### src/rtl/dbg_tap_pkg.sv
package dbg_tap_pkg;

  localparam int IR_W = 5;

  localparam logic [IR_W-1:0] IR_IDENT  = 5'h01;
  localparam logic [IR_W-1:0] IR_XCTRL  = 5'h10;
  localparam logic [IR_W-1:0] IR_BUSACC = 5'h11;

  typedef enum logic [3:0] {
    ST_RESET, ST_IDLE,
    ST_SEL_DR, ST_CAP_DR, ST_SH_DR, ST_EX1_DR, ST_PAU_DR, ST_EX2_DR, ST_UPD_DR,
    ST_SEL_IR, ST_CAP_IR, ST_SH_IR, ST_EX1_IR, ST_PAU_IR, ST_EX2_IR, ST_UPD_IR
  } tap_state_t;

  typedef enum logic [1:0] {CH_IDENT, CH_CTRL, CH_BUS, CH_BYP} chain_t;

  function automatic tap_state_t tap_next(input tap_state_t s, input logic m);
    tap_state_t n;
    case (s)
      ST_RESET:  n = m ? ST_RESET  : ST_IDLE;
      ST_IDLE:   n = m ? ST_SEL_DR : ST_IDLE;
      ST_SEL_DR: n = m ? ST_SEL_IR : ST_CAP_DR;
      ST_CAP_DR: n = m ? ST_EX1_DR : ST_SH_DR;
      ST_SH_DR:  n = m ? ST_EX1_DR : ST_SH_DR;
      ST_EX1_DR: n = m ? ST_UPD_DR : ST_PAU_DR;
      ST_PAU_DR: n = m ? ST_EX2_DR : ST_PAU_DR;
      ST_EX2_DR: n = m ? ST_UPD_DR : ST_SH_DR;
      ST_UPD_DR: n = m ? ST_SEL_DR : ST_IDLE;
      ST_SEL_IR: n = m ? ST_RESET  : ST_CAP_IR;
      ST_CAP_IR: n = m ? ST_EX1_IR : ST_SH_IR;
      ST_SH_IR:  n = m ? ST_EX1_IR : ST_SH_IR;
      ST_EX1_IR: n = m ? ST_UPD_IR : ST_PAU_IR;
      ST_PAU_IR: n = m ? ST_EX2_IR : ST_PAU_IR;
      ST_EX2_IR: n = m ? ST_UPD_IR : ST_SH_IR;
      ST_UPD_IR: n = m ? ST_SEL_DR : ST_IDLE;
      default:   n = ST_RESET;
    endcase
    return n;
  endfunction

endpackage

### src/rtl/dbg_tap_rstsync.sv
module dbg_tap_rstsync #(
  parameter int STAGES = 2
) (
  input  logic clk,
  input  logic rst_n,
  output logic rst_sync_n
);
  logic [STAGES-1:0] pipe_q;

  always_ff @(posedge clk or negedge rst_n) begin
    if (!rst_n) pipe_q <= '0;
    else        pipe_q <= {pipe_q[STAGES-2:0], 1'b1};
  end

  assign rst_sync_n = pipe_q[STAGES-1];
endmodule

### src/rtl/dbg_tap_edge.sv
module dbg_tap_edge (
  input  logic clk,
  input  logic rst_n,
  input  logic tck,
  input  logic tms,
  input  logic tdi,
  output logic rise,
  output logic tms_q,
  output logic tdi_q
);
  logic tck_s, tms_s, tdi_s, tck_q;

  always_ff @(posedge clk or negedge rst_n) begin
    if (!rst_n) begin
      tck_s <= 1'b0;
      tms_s <= 1'b0;
      tdi_s <= 1'b0;
      tck_q <= 1'b0;
      tms_q <= 1'b0;
      tdi_q <= 1'b0;
    end else begin
      tck_s <= tck;
      tms_s <= tms;
      tdi_s <= tdi;
      tck_q <= tck_s;
      tms_q <= tms_s;
      tdi_q <= tdi_s;
    end
  end

  assign rise = tck_s & ~tck_q;

  AST_RISE_SINGLE: assert property (@(posedge clk) disable iff (!rst_n)
    rise |=> !rise);
endmodule

### src/rtl/dbg_tap_fsm.sv
module dbg_tap_fsm
  import dbg_tap_pkg::*;
(
  input  logic       clk,
  input  logic       rst_n,
  input  logic       rise,
  input  logic       tms_q,
  output tap_state_t state,
  output tap_state_t state_d
);
  always_comb begin
    state_d = state;
    if (rise) state_d = tap_next(state, tms_q);
  end

  always_ff @(posedge clk or negedge rst_n) begin
    if (!rst_n) state <= ST_RESET;
    else        state <= state_d;
  end

  AST_STATE_HOLD: assert property (@(posedge clk) disable iff (!rst_n)
    !rise |=> $stable(state));
  AST_SELIR_EXIT: assert property (@(posedge clk) disable iff (!rst_n)
    (rise && tms_q && state == ST_SEL_IR) |=> state == ST_RESET);
  AST_RESET_STAYS: assert property (@(posedge clk) disable iff (!rst_n)
    (rise && tms_q && state == ST_RESET) |=> state == ST_RESET);
endmodule

### src/rtl/dbg_tap_chain.sv
module dbg_tap_chain
  import dbg_tap_pkg::*;
#(
  parameter int          ABITS  = 7,
  parameter logic [31:0] IDCODE = 32'h2C5A_E0F3
) (
  input  logic              clk,
  input  logic              rst_n,
  input  logic              rise,
  input  logic              tdi_q,
  input  tap_state_t        state,
  input  tap_state_t        state_d,
  input  logic [ABITS+33:0] dbus_cap,
  output logic              tdo,
  output logic              upd_valid,
  output logic [ABITS+33:0] upd_data
);
  localparam int          DW        = ABITS + 34;
  localparam int          WORD_W    = 32;
  localparam logic [31:0] CTRL_WORD = (32'(ABITS) << 4) | 32'd1;

  logic [IR_W-1:0] ir_q, ir_d, ir_sh;
  logic [DW-1:0]   dr_q, dr_d, dr_sh, upd_dat_q, upd_dat_d;
  logic            tdo_q, tdo_d, upd_v_q, upd_v_d;
  chain_t          sel;

  always_comb begin
    case (ir_q)
      IR_IDENT:  sel = CH_IDENT;
      IR_XCTRL:  sel = CH_CTRL;
      IR_BUSACC: sel = CH_BUS;
      default:   sel = CH_BYP;
    endcase
  end

  always_comb begin
    dr_sh = dr_q >> 1;
    case (sel)
      CH_BUS:  dr_sh[DW-1]     = tdi_q;
      CH_BYP:  dr_sh[0]        = tdi_q;
      default: dr_sh[WORD_W-1] = tdi_q;
    endcase
    ir_sh = {tdi_q, ir_q[IR_W-1:1]};
  end

  always_comb begin
    ir_d      = ir_q;
    dr_d      = dr_q;
    tdo_d     = tdo_q;
    upd_v_d   = 1'b0;
    upd_dat_d = upd_dat_q;
    if (rise) begin
      if (state == ST_SH_DR) dr_d = dr_sh;
      if (state == ST_SH_IR) ir_d = ir_sh;
      case (state_d)
        ST_RESET, ST_CAP_IR: ir_d = IR_IDENT;
        ST_CAP_DR: begin
          case (sel)
            CH_IDENT: dr_d = {{(DW-WORD_W){1'b0}}, IDCODE};
            CH_CTRL:  dr_d = {{(DW-WORD_W){1'b0}}, CTRL_WORD};
            CH_BUS:   dr_d = dbus_cap;
            default:  dr_d = '0;
          endcase
        end
        ST_SH_DR: tdo_d = dr_d[0];
        ST_SH_IR: tdo_d = ir_d[0];
        ST_UPD_DR: begin
          if (sel == CH_BUS) begin
            upd_v_d   = 1'b1;
            upd_dat_d = dr_d;
          end
        end
        default: ;
      endcase
    end
  end

  always_ff @(posedge clk or negedge rst_n) begin
    if (!rst_n) begin
      ir_q      <= IR_IDENT;
      dr_q      <= '0;
      tdo_q     <= 1'b0;
      upd_v_q   <= 1'b0;
      upd_dat_q <= '0;
    end else begin
      ir_q      <= ir_d;
      dr_q      <= dr_d;
      tdo_q     <= tdo_d;
      upd_v_q   <= upd_v_d;
      upd_dat_q <= upd_dat_d;
    end
  end

  assign tdo       = tdo_q;
  assign upd_valid = upd_v_q;
  assign upd_data  = upd_dat_q;

  AST_IR_IN_RESET: assert property (@(posedge clk) disable iff (!rst_n)
    (state == ST_RESET || state == ST_CAP_IR) |-> ir_q == IR_IDENT);
  AST_TDO_HOLD: assert property (@(posedge clk) disable iff (!rst_n)
    !rise |=> $stable(tdo_q));
  AST_BYP_ZERO: assert property (@(posedge clk) disable iff (!rst_n)
    (state == ST_CAP_DR && sel == CH_BYP) |-> dr_q == '0);
  AST_STROBE_ONE: assert property (@(posedge clk) disable iff (!rst_n)
    upd_v_q |=> !upd_v_q);
  AST_STROBE_CTX: assert property (@(posedge clk) disable iff (!rst_n)
    upd_v_q |-> (state == ST_UPD_DR && ir_q == IR_BUSACC));
endmodule

### src/rtl/dbg_tap.sv
module dbg_tap
  import dbg_tap_pkg::*;
#(
  parameter int          ABITS  = 7,
  parameter logic [31:0] IDCODE = 32'h2C5A_E0F3
) (
  input  logic              clk,
  input  logic              rst_n,
  input  logic              tck,
  input  logic              tms,
  input  logic              tdi,
  input  logic [ABITS+33:0] dbus_cap,
  output logic              tdo,
  output logic              upd_valid,
  output logic [ABITS+33:0] upd_data
);
  logic       rst_int_n, rise, tms_q, tdi_q;
  tap_state_t state, state_d;

  initial begin
    assert (ABITS >= 1 && ABITS <= 63);
  end

  dbg_tap_rstsync #(.STAGES(2)) u_rst (
    .clk(clk), .rst_n(rst_n), .rst_sync_n(rst_int_n)
  );

  dbg_tap_edge u_edge (
    .clk(clk), .rst_n(rst_int_n), .tck(tck), .tms(tms), .tdi(tdi),
    .rise(rise), .tms_q(tms_q), .tdi_q(tdi_q)
  );

  dbg_tap_fsm u_fsm (
    .clk(clk), .rst_n(rst_int_n), .rise(rise), .tms_q(tms_q),
    .state(state), .state_d(state_d)
  );

  dbg_tap_chain #(.ABITS(ABITS), .IDCODE(IDCODE)) u_chain (
    .clk(clk), .rst_n(rst_int_n), .rise(rise), .tdi_q(tdi_q),
    .state(state), .state_d(state_d), .dbus_cap(dbus_cap),
    .tdo(tdo), .upd_valid(upd_valid), .upd_data(upd_data)
  );
endmodule

### config.mk
export PLATFORM = sky130hd
export DESIGN_NAME = dbg_tap
export DESIGN_NICKNAME = d
export VERILOG_FILES = /design/src/rtl/dbg_tap_pkg.sv /design/src/rtl/dbg_tap_rstsync.sv /design/src/rtl/dbg_tap_edge.sv /design/src/rtl/dbg_tap_fsm.sv /design/src/rtl/dbg_tap_chain.sv /design/src/rtl/dbg_tap.sv
export SDC_FILE = /design/constraint.sdc
export NUM_CORES = 1
export LEC_CHECK = 0
export ABC_AREA = 1
export BUFFER_PORTS_ARGS = -buffer_cell sky130_fd_sc_hd__buf_2
export CAP_MARGIN = 20
export CORE_MARGIN = 4
export CORE_UTILIZATION = 40
export CTS_BUF_LIST = sky130_fd_sc_hd__clkbuf_16
export DETAILED_ROUTE_END_ITERATION = 6
export SLEW_MARGIN = 15
export SYNTH_ARGS = -nofsm -noshare
export SYNTH_HDL_FRONTEND = slang
export SYNTH_SLANG_ARGS = --single-unit
### constraint.sdc
create_clock -name clk -period 4.2 [get_ports clk]
set_input_delay 0.21 -clock clk [delete_from_list [all_inputs] [get_ports clk]]
set_output_delay 0.21 -clock clk [all_outputs]
set_load 0.02 [all_outputs]
==> impl_results.md <==
* Status: completed
* Slew HR at 0.394
* Initial Utilization at 0.408
* Total Routing Usage GR at 0.184
* Leakage at 3.19 nW
* Synthesized area at 5150 sq um
* Total CTS buffers at 9
* Fin. Hold Viols at 0
* Wire per inst at 14.2 um
* Nets at 788
* FMAX at 338 MHz
* Worst-path clk slew at 0.07 ns
* Commonest cells in the synthesized netlist: nand2_1, dfrtp_1, o21ai_1
* Max-Cap Viols at 0
* Layout cells sized above 1 at 0.177
* Final Slew Violations at 0
* GP Congestion at 0.862
* Yosys cell types at 29
* Critical Path RT at 4.42 ns
* H-tree depth at 3
* First-pass GRT wire length at 21900 um
* First drt pass iteration count at 5
* Clk root buf: clkbuf_16
* Critical path class: reg2reg
* Min-Delay Endpoint: u_chain.dr_q[21]
* Die X at 121 um
* Largest net degree at the start of global routing at 71
* Port Buffers at 88
* Clock skew at 0.00831 ns
* Post-CTS Resized at 0
* DPL Wire Length at 8900 um
* FF-to-FF End: u_chain.upd_data[10]
* Ranking of synthesized cells by area: dfrtp_1, nand2_1, o21ai_1
* Worst-margin pin slew at 0.909 ns
* Core footprint at 12600 sq um
* Setup violators final at 0
* Reg2reg start: u_edge.tck_q
* Routed Antenna Nets at 0
* Post-DR vias/cell at 5.05
* Seq cells post-synth at 101
* Final worst-path cycle share at 0.704
* Number of global-route vias before repair at 4459
* Crit path DAT at 3.18 ns
* Total die area at 14800 sq um
* Hold depth at 3
* Worst Path Max Fanout at 65
* Grt peak-use layer: met2
* Share of the synthesized area in the top cell type at 0.486
* VDD IR max at 0.399 mV
* R2r setup slk at 1.24 ns
* Gr ovfl total at 0
* Vias at 4641
* Met3 track demand over resource at 0.0452
* CP Capture Type: flop
* Met2 Use GR at 0.294
* Fillers at 1287
* Area grow syn2layout at 16.5%
* Row count at 41
* DRC at 0
* Syn Nets at 719
* Worst min-delay path class: in2reg
* Util after Layout at 0.476
* Maximum clock insertion buffer count at 2
* Worst-Skew Late Latency at 0.35 ns
* EDFF count, synth at 0
* Cell taking the most area after synthesis: dfrtp_1
* Critical Path Source Type: flop
* Total Power at 0.00365 W
* CP startpoint: u_edge.tck_q
* Synth Flop Type: dfrtp_1
* Yosys warns at 0
* Top-count cell post-synth: nand2_1
* RSZ-0062 raised after global routing: false
* Worst r2r path cells at 10
* TritonCTS clock tree: built
* Initial DRC Count at 385
* Setup TNS at 0 ns
* Routed wire length at 13100 um
* PwrDens at 608 nW/um^2
* Mapped Cells at 673
* Async SR Flop Fraction at 1.00
* GR Util met1 at 0.254
* Mean Syn Cell Area at 7.66 sq um
* Hold Path Origin: dbus_cap[21]
* Initial antenna violation count at 0
* Min Tclk post-route at 2.96 ns
* Die Height at 121 um
* Sequential-to-total area share from yosys stat at 0.491
* Antenna Diode Count at 0
* Io pins at 89
* CTS sink cnt at 101
-- routing by layer --
layer / vias to the layer above / part of all wire
met1: 2170 / 0.47
li1: 2336 / -
met5: - / 0
met4: 0 / 0.013
met3: 13 / 0.054
met2: 122 / 0.46
-- critical path, cell delays in order (launching register included) --
cell     delay [ns]
dfrtp_1        0.39
nor2_4         0.15
buf_4          0.56
nand2_1        0.18
nor2_1         0.13
nor2_1         0.08
nor2_1         0.18
nand2_2        0.49
buf_4          0.47
nand2_1        0.10
o21ai_1        0.06
-- sequential cells by signal, indices dropped and copies added (netlist names), 2 cells and up --
register,flops
u_chain.dr_q,41
u_chain.ir_q,5
u_chain.upd_data,41
u_fsm.state,4
u_rst.pipe_q,2
-- metrics by stage --
stage	hold slack [ns]	cell area, sq um	std cells	setup WS [ns]
2_1_floorplan	-0.0856	5150	673	1.18
3_3_place_gp	-0.00324	5660	899	1.28
3_5_place_dp	-0.00346	5660	899	1.24
4_1_cts	0.123	6000	919	1.21
5_1_grt	0.151	6000	919	0.887
6_report	0.134	6000	919	1.24
-- how the worst max path moves through the flow --
| stage | endpoint | slack [ns] | cells after the start |
|---|---|---|---|
| floorplan | u_chain.dr_q[0] | 1.18 | 0 |
| global placement | u_chain.upd_data[15] | 1.28 | 9 |
| detailed placement | u_chain.upd_data[15] | 1.24 | 9 |
| CTS | u_chain.upd_data[15] | 1.21 | 9 |
| global route | u_chain.upd_data[25] | 0.89 | 10 |
| finish | u_chain.upd_data[10] | 1.24 | 10 |
-- cells in the final DEF (no fill, tap or decap), types with 2 or more instances in the layout --
master and count:
a21oi_1 28, buf_2 88, buf_4 7, clkbuf_16 9, clkinv_4 2, clkinvlp_4 2, dfrtp_1 99, dlygate4sd3_1 4
inv_1 36, inv_2 5, mux2i_1 15, nand2_1 217, nand2_2 5, nand3_1 46, nor2_1 36, nor2_2 4
nor3_1 2, o21ai_0 53, o21ai_1 73
-- report_power, final --
| part | switching (W) | internal [W] | leakage [nW] |
|---|---|---|---|
| Sequential | 0.000174 | 0.00120 | 1.31 |
| Combinational | 0.000946 | 0.000472 | 1.73 |
| Clock | 0.000389 | 0.000471 | 0.144 |
-- cells by family (layout without fill, tap and decap cells) --
logic type             Yosys count  in the layout  synth area share
AND/OR/NAND/NOR                314            314             0.247
AO/OA/AOI/OAI                  159            159             0.159
flip-flops                     101            101             0.491
buffers and inverters           83            157            0.0736
multiplexers                    15             15            0.0291
other                            1              1          0.000728
-- cell type report --
| cell class | instances | area, sq um | share of cell area |
|---|---|---|---|
| Sequential cell | 101 | 2530 | 0.422 |
| Multi-Input combinational cell | 489 | 2260 | 0.376 |
| Timing Repair Buffer | 99 | 533 | 0.0888 |
| Clock buffer | 9 | 225 | 0.0375 |
| Tap cell | 172 | 215 | 0.0358 |
| Inverter | 42 | 158 | 0.0263 |
| Clock inverter | 7 | 82.6 | 0.0138 |
-- what timing repair did --
item | CTS | global route
hold endpoints to repair | 5 | 0
setup buffers | 0 | 0
hold buffers | 4 | 0
(Power assumes the default switching activity.)
